### config.mk
export PLATFORM = sky130hd
export DESIGN_NAME = sb_store_buffer
export DESIGN_NICKNAME = d
export VERILOG_FILES = /design/src/rtl/sb_pkg.sv /design/src/rtl/sb_ptr_ctrl.sv /design/src/rtl/sb_commit_sel.sv /design/src/rtl/sb_load_gate.sv /design/src/rtl/sb_store_buffer.sv
export SDC_FILE = /design/constraint.sdc
export NUM_CORES = 2
export LEC_CHECK = 0
export BUFFER_PORTS_ARGS = -buffer_cell sky130_fd_sc_hd__buf_4
export CAP_MARGIN = 20
export CORE_MARGIN = 3
export CORE_UTILIZATION = 65
export DETAILED_ROUTE_END_ITERATION = 6
export PLACE_DENSITY = 0.85
export SYNTH_ARGS = -nofsm -noshare
export SYNTH_HDL_FRONTEND = slang
export SYNTH_SLANG_ARGS = --single-unit
### constraint.sdc
create_clock -name clk -period 11.56 [get_ports clk]
set_input_delay 0.578 -clock clk [delete_from_list [all_inputs] [get_ports clk]]
set_output_delay 0.578 -clock clk [all_outputs]
set_load 0.02 [all_outputs]
### src/rtl/sb_pkg.sv
// Shared types for the store buffer.
package sb_pkg;
    localparam int SB_ADDR_W = 16;
    localparam int SB_DATA_W = 32;

    typedef enum logic [1:0] {
        SB_REG    = 2'd0,
        SB_NT     = 2'd1,
        SB_SFENCE = 2'd2,
        SB_MFENCE = 2'd3
    } sb_kind_e;

    typedef struct packed {
        sb_kind_e               kind;
        logic [SB_ADDR_W-1:0]   addr;
        logic [SB_DATA_W-1:0]   data;
        logic [1:0]             size;
        logic                   done;
    } sb_entry_t;

    function automatic logic sb_is_fence(sb_kind_e k);
        return (k == SB_SFENCE) || (k == SB_MFENCE);
    endfunction
endpackage

### src/rtl/sb_ptr_ctrl.sv
// Occupancy control: head pointer, held count and retired count.
// Assumes retirement is in allocation order and that pops only remove
// retired entries at the head.
module sb_ptr_ctrl #(
    parameter int DEPTH = 8,
    localparam int PW = $clog2(DEPTH),
    localparam int CW = $clog2(DEPTH + 1)
) (
    input  logic          clk,
    input  logic          rst_n,
    input  logic          alloc_req,
    input  logic          retire_req,
    input  logic          flush,
    input  logic          pop,
    output logic          alloc_fire,
    output logic          retire_fire,
    output logic          full,
    output logic [PW-1:0] head,
    output logic [PW-1:0] alloc_idx,
    output logic [CW-1:0] count,
    output logic [CW-1:0] ret_cnt
);
    logic [CW-1:0] ret_next;

    // Accept/retire decisions from current occupancy.
    always_comb begin
        full        = (count == CW'(DEPTH));
        alloc_fire  = alloc_req && !full && !flush;
        retire_fire = retire_req && (ret_cnt < count);
        alloc_idx   = head + PW'(count);
        ret_next    = ret_cnt + CW'(retire_fire) - CW'(pop);
    end

    // Pointer and counter update; flush trims to the retired part.
    always_ff @(posedge clk) begin
        if (!rst_n) begin
            head    <= '0;
            count   <= '0;
            ret_cnt <= '0;
        end else begin
            head    <= head + PW'(pop);
            ret_cnt <= ret_next;
            if (flush)
                count <= ret_next;
            else
                count <= count + CW'(alloc_fire) - CW'(pop);
        end
    end
endmodule

### src/rtl/sb_commit_sel.sv
// Chooses the entry offered to the cache and decides whether the head
// leaves this cycle. Assumes entries [0, ret_cnt) from head are retired.
module sb_commit_sel
    import sb_pkg::*;
#(
    parameter int DEPTH = 8,
    localparam int PW = $clog2(DEPTH),
    localparam int CW = $clog2(DEPTH + 1)
) (
    input  sb_entry_t     ent [DEPTH],
    input  logic [PW-1:0] head,
    input  logic [CW-1:0] ret_cnt,
    input  logic          cm_ready,
    output logic          sel_valid,
    output logic [PW-1:0] sel_idx,
    output logic          pop
);
    logic          nt_found;
    logic [PW-1:0] nt_idx;
    logic          fence_seen;
    logic          head_store;
    logic [PW-1:0] idx;

    // Oldest retired non-temporal store with no fence ahead of it.
    always_comb begin
        nt_found   = 1'b0;
        nt_idx     = '0;
        fence_seen = 1'b0;
        idx        = '0;
        for (int k = 0; k < DEPTH; k++) begin
            idx = head + PW'(k);
            if (CW'(k) < ret_cnt) begin
                if (!fence_seen && !nt_found && ent[idx].kind == SB_NT && !ent[idx].done) begin
                    nt_found = 1'b1;
                    nt_idx   = idx;
                end
                if (sb_is_fence(ent[idx].kind))
                    fence_seen = 1'b1;
            end
        end
    end

    // Selection priority and head removal.
    always_comb begin
        head_store = (ret_cnt != '0) && !sb_is_fence(ent[head].kind) && !ent[head].done;
        sel_valid  = nt_found || head_store;
        sel_idx    = nt_found ? nt_idx : head;
        pop        = (ret_cnt != '0) &&
                     (ent[head].done || sb_is_fence(ent[head].kind) ||
                      (sel_valid && sel_idx == head && cm_ready));
    end
endmodule

### src/rtl/sb_load_gate.sv
// Load permission and store-to-load forwarding. Assumes the querying
// load is younger than every entry currently held.
module sb_load_gate
    import sb_pkg::*;
#(
    parameter int DEPTH = 8,
    localparam int PW = $clog2(DEPTH),
    localparam int CW = $clog2(DEPTH + 1)
) (
    input  sb_entry_t             ent [DEPTH],
    input  logic [PW-1:0]         head,
    input  logic [CW-1:0]         count,
    input  logic                  ld_valid,
    input  logic [SB_ADDR_W-1:0]  ld_addr,
    input  logic [1:0]            ld_size,
    output logic                  ld_grant,
    output logic                  ld_fwd_hit,
    output logic [SB_DATA_W-1:0]  ld_fwd_data
);
    logic                 fence_any;
    logic                 hit;
    logic [SB_DATA_W-1:0] hit_data;
    logic [PW-1:0]        idx;

    // Scan oldest to youngest; the last match is the youngest.
    always_comb begin
        fence_any = 1'b0;
        hit       = 1'b0;
        hit_data  = '0;
        idx       = '0;
        for (int k = 0; k < DEPTH; k++) begin
            idx = head + PW'(k);
            if (CW'(k) < count) begin
                if (ent[idx].kind == SB_MFENCE)
                    fence_any = 1'b1;
                if (ent[idx].kind == SB_REG && !ent[idx].done &&
                    ent[idx].addr == ld_addr && ent[idx].size == ld_size) begin
                    hit      = 1'b1;
                    hit_data = ent[idx].data;
                end
            end
        end
    end

    // Output gating by permission.
    always_comb begin
        ld_grant    = ld_valid && !fence_any;
        ld_fwd_hit  = ld_grant && hit;
        ld_fwd_data = ld_fwd_hit ? hit_data : '0;
    end
endmodule

### src/rtl/sb_store_buffer.sv
// Ordered store buffer with fence entries. Holds the entry array and
// connects occupancy control, commit selection and the load gate.
// Assumes in-order retirement and at most one commit per clock.
module sb_store_buffer
    import sb_pkg::*;
#(
    parameter int DEPTH = 8,
    localparam int PW = $clog2(DEPTH),
    localparam int CW = $clog2(DEPTH + 1)
) (
    input  logic                 clk,
    input  logic                 rst_n,
    input  logic                 alloc_valid,
    input  logic [1:0]           alloc_kind,
    input  logic [SB_ADDR_W-1:0] alloc_addr,
    input  logic [SB_DATA_W-1:0] alloc_data,
    input  logic [1:0]           alloc_size,
    output logic                 alloc_full,
    input  logic                 retire_valid,
    input  logic                 flush_valid,
    output logic                 cm_valid,
    input  logic                 cm_ready,
    output logic [SB_ADDR_W-1:0] cm_addr,
    output logic [SB_DATA_W-1:0] cm_data,
    output logic [1:0]           cm_size,
    output logic                 cm_nt,
    input  logic                 ld_valid,
    input  logic [SB_ADDR_W-1:0] ld_addr,
    input  logic [1:0]           ld_size,
    output logic                 ld_grant,
    output logic                 ld_fwd_hit,
    output logic [SB_DATA_W-1:0] ld_fwd_data
);
    sb_entry_t     ent [DEPTH];
    logic          alloc_fire;
    logic          retire_fire;
    logic [PW-1:0] head;
    logic [PW-1:0] alloc_idx;
    logic [CW-1:0] count;
    logic [CW-1:0] ret_cnt;
    logic          sel_valid;
    logic [PW-1:0] sel_idx;
    logic          pop;

    sb_ptr_ctrl #(.DEPTH(DEPTH)) ptr_i (
        .clk(clk), .rst_n(rst_n),
        .alloc_req(alloc_valid), .retire_req(retire_valid),
        .flush(flush_valid), .pop(pop),
        .alloc_fire(alloc_fire), .retire_fire(retire_fire), .full(alloc_full),
        .head(head), .alloc_idx(alloc_idx), .count(count), .ret_cnt(ret_cnt)
    );

    sb_commit_sel #(.DEPTH(DEPTH)) sel_i (
        .ent(ent), .head(head), .ret_cnt(ret_cnt), .cm_ready(cm_ready),
        .sel_valid(sel_valid), .sel_idx(sel_idx), .pop(pop)
    );

    sb_load_gate #(.DEPTH(DEPTH)) ld_i (
        .ent(ent), .head(head), .count(count),
        .ld_valid(ld_valid), .ld_addr(ld_addr), .ld_size(ld_size),
        .ld_grant(ld_grant), .ld_fwd_hit(ld_fwd_hit), .ld_fwd_data(ld_fwd_data)
    );

    // Commit port drive from the selected entry.
    always_comb begin
        cm_valid = sel_valid;
        cm_addr  = ent[sel_idx].addr;
        cm_data  = ent[sel_idx].data;
        cm_size  = ent[sel_idx].size;
        cm_nt    = sel_valid && (ent[sel_idx].kind == SB_NT);
    end

    // Entry array: write on allocation, mark done on commit.
    always_ff @(posedge clk) begin
        if (!rst_n) begin
            for (int i = 0; i < DEPTH; i++)
                ent[i] <= '0;
        end else begin
            if (alloc_fire)
                ent[alloc_idx] <= '{kind: sb_kind_e'(alloc_kind), addr: alloc_addr,
                                    data: alloc_data, size: alloc_size, done: 1'b0};
            if (sel_valid && cm_ready)
                ent[sel_idx].done <= 1'b1;
        end
    end
endmodule

==> reports/qor.csv <==
stage,metric,value,unit
grt,grt_start_max_net_pins,141,
hold_path,timing.hold.worst.class,in -> reg,
die,ioPinCount,164,
pwr,pwr_density_cell,177,nW/um2
logic_synthesis,postSynthRegisterBits,435,
worst_setup_path,most_used_cell_along_the_critical_path,sky130_fd_sc_hd__buf_4,
worst_setup_path,timing_worst_setup_path_type,reg -> out,
detailed_routing,routed_antenna_nets,0,
cells_and_area,n_fill_cell,4440,
worst_setup_path,critical_path.endpoint_type,output port,
worst_setup_path,crit_required,10.98,ns
logic_synthesis,async_reset_ff_share,0,%
die,die_w,254,um
cts,clock_sink_count,435,
worst_setup_path,type_of_origin_of_the_critical_path,register,
cells_and_area,area_growth,5.94,%
grt,grt_pass1_vias,36800,
cts,worst_skew_pair.late_latency,0.63,ns
cts,holdBufCountCts,0,
cells_and_area,sequential_cell_area,8720,um2
sta,finalHoldWorstSlack,0.255,ns
logic_synthesis,synthDistinctLibCells,98,
worst_setup_path,crit_path_cell_trace,inv_1 -> ha_4 -> buf_4 -> mux2i_1 -> mux4_2 -> nor2_1 -> or4b_1 -> nand4b_1 -> nor4_2 -> a211oi_4 -> xnor2_4 -> nor2_4 -> buf_4 -> a311oi_2 -> buf_4,
detailed_routing,route.detailed.wl_per_inst,27.6,um
cells_and_area,finalNetCount,4437,
grt,global_routing_usage_summed_across_all_routing_layers,43.4,%
detailed_routing,postRouteWirelength,143000,um
logic_synthesis,synthMostInstantiatedCell,sky130_fd_sc_hd__nand2_1,
placed_design,port-buffer-count,163,
grt,antenna_found_initial,12,
logic_synthesis,synth.area.top_cells,"sky130_fd_sc_hd__dfxtp_1, sky130_fd_sc_hd__mux4_2, sky130_fd_sc_hd__nand2_1, sky130_fd_sc_hd__a21boi_0, sky130_fd_sc_hd__mux2i_1",
sta,finalMaxSlewViolations,0,
die,fp.coreArea,60600,um2
detailed_routing,detailedRoute.firstIterationViolations,6179,
die,die_h,254,um
cts,cts.reportedPaths.clkPinSlew,0.07,ns
sta,min_period,9.13,ns
logic_synthesis,syn_inst,4537,
die,fp-row-count,90,
sta,final_setup_skew,0.0208,ns
detailed_routing,detailed_route_drc_error_count,1,
placed_design,routabilityCongestion,1.06,
cts,clock_tree.buffer_depth,3,
pwr,irDropWorstVdd,175,uV
sta,rsz0062_at_grt,no,
logic_synthesis,synth.net_count,4636,
die,die_area,64400,um2
cts,clock_tree_from_tritoncts,built,
worst_setup_path,critical-path-slowest-cell,sky130_fd_sc_hd__nor2_4,
cells_and_area,multiInputGateArea,29000,um2
sta,tightestPinTransition,1.25,ns
pwr,p_leak,0.0141,uW
sta,min_period_over_period,79.0,%
sta,timing.fmax,0.109,GHz
logic_synthesis,synth.cells.most_frequent,"sky130_fd_sc_hd__nand2_1, sky130_fd_sc_hd__dfxtp_1, sky130_fd_sc_hd__a21boi_0",
cts,numCtsBuffers,50,
worst_setup_path,critPathArrivalTime,8.56,ns
detailed_routing,detail_route.vias_per_cell,7.49,
sta,tns,0,ns
logic_synthesis,netlist_area,39900,um2
sta,hold_violations,0,
worst_setup_path,cp_slowest_stage_delay,1.02,ns
detailed_routing,vias,38700,
grt,grt_first_pass_wirelength,216000,um
placed_design,hpwlAfterDp,83100,um
die,starting_density_of_the_core,65.8,%
worst_setup_path,highest_net_fanout_along_the_worst_path,69,
cts,post-cts-setup-buffer-count,0,
cells_and_area,post_route_cells_drive_above_1_share,21.7,%
outcome,violated_checks,DRC,
sta,report.final.setup_viol,0,
logic_synthesis,synth-seq-area-share,21.8,%
flow_run,number_of_violations_of_the_max_capacitance_limit,0,
detailed_routing,drt_pre_antenna_iters,7,
logic_synthesis,synth_top_cell_area_share,21.8,%
cts,htreeDepth,2,
cts,post_cts.resized_instances,0,
logic_synthesis,syn_avg_cell_area,8.79,um2
cts,ctsRootBufferMaster,sky130_fd_sc_hd__clkbuf_16,
logic_synthesis,yosys_warnings,0,
logic_synthesis,synth_top_flop_cell,sky130_fd_sc_hd__dfxtp_1,
logic_synthesis,synth_area_leader_cell,sky130_fd_sc_hd__dfxtp_1,
logic_synthesis,synth_edf_count,0,
sta,slew_headroom,16.4,%
outcome,run_status,"complete, but fails checks",
grt,grt.overflow.total,0,
## logic make-up after synthesis
kind of cell,count (synthesis),share of synthesized area [%]
XOR/XNOR,158,3.56
adder cells (fa/ha/maj),22,0.747
AND/OR/NAND/NOR,1751,18.4
buffers and inverters,495,5.91
flip-flops,435,21.8
multiplexers,821,33.0
AO/OA/AOI/OAI,855,16.5
## path summary, 6_finish.rpt
kind	from	end	slack, ns	cells past startpoint
hold reg to reg	register	register	0.51	2
setup reg to reg	ptr_i.head[0]$_SDFF_PN0_	ent[106]$_SDFF_PN0_	3.78	15
hold / removal	alloc_data[10]	register	0.25	3
setup / recovery	ptr_i.head[0]$_SDFF_PN0_	cm_size[1]	2.43	15
## stage by stage
stage / setup slack (ns) / instance area [um2] / instances / total power (uW) / utilization (%)
2_1_floorplan: 5.94 / 39900 / 4537 / 4580 / -
3_3_place_gp: 3.51 / 40500 / 5065 / 5580 / 66.8
3_5_place_dp: 3.35 / 40500 / 5065 / 5660 / 66.8
4_1_cts: 2.69 / 42200 / 5152 / 7330 / 69.6
5_1_grt: 2.23 / 42200 / 5161 / 7700 / 69.7
6_report: 2.43 / 42300 / 5163 / 7500 / 69.7
## critical path: cells and delay by family (launching register included)
family / cells / cell delay (ns)
buffers and inverters: 4 / 2.51
multiplexers: 2 / 0.78
adder cells (fa/ha/maj): 1 / 0.81
flip-flops: 1 / 0.74
AO/OA/AOI/OAI: 2 / 0.73
XOR/XNOR: 1 / 0.19
AND/OR/NAND/NOR: 5 / 2.04
## cells in the final DEF (no fill, tap or decap), drive strengths merged, types with 7 or more instances in the layout
cell | netlist | routed
inv | 24 | 28
a32oi | 12 | 12
xor2 | 61 | 61
clkbuf | 253 | 66
mux2 | 155 | 155
a221oi | 19 | 19
clkinv | 0 | 8
nor2b | 12 | 12
nand3 | 54 | 54
o221ai | 22 | 22
o22a | 31 | 31
and2 | 11 | 11
or2 | 10 | 10
dfxtp | 435 | 435
a21boi | 422 | 422
nand4 | 20 | 20
a21oi | 87 | 87
or3 | 8 | 8
o21ai | 72 | 72
nor2 | 119 | 119
or4 | 8 | 8
a311oi | 51 | 51
nor4 | 38 | 38
and3 | 56 | 56
buf | 218 | 220
diode | 0 | 8
o22ai | 52 | 52
nand2 | 1356 | 1356
xnor2 | 97 | 97
bufinv | 0 | 7
nor3 | 34 | 34
a211o | 12 | 12
ha | 19 | 19
a2111oi | 13 | 13
mux4 | 379 | 379
a31oi | 24 | 24
mux2i | 287 | 287
## layer usage
| layer | track usage [%] | part of all wire, % |
|---|---|---|
| met5 | 0 | 0.039 |
| met4 | 25.3 | 7.5 |
| met3 | 16.2 | 16 |
| met2 | 64.0 | 42 |
| met1 | 54.6 | 34 |
## layout make-up
| type | instances | share of cell area [%] |
|---|---|---|
| Antenna cell | 8 | 0.0474 |
| Clock buffer | 66 | 3.22 |
| Clock inverter | 21 | 0.761 |
| Inverter | 24 | 0.219 |
| Multi-Input combinational cell | 3607 | 68.7 |
| Sequential cell | 435 | 20.6 |
| Tap cell | 782 | 2.32 |
| Timing Repair Buffer | 220 | 4.06 |
## power breakdown
group          internal [uW]  switching [uW]
registers               1600             182
clock network            986             710
logic                   1490            2520
Note: power is estimated with default switching activity, not from simulation.
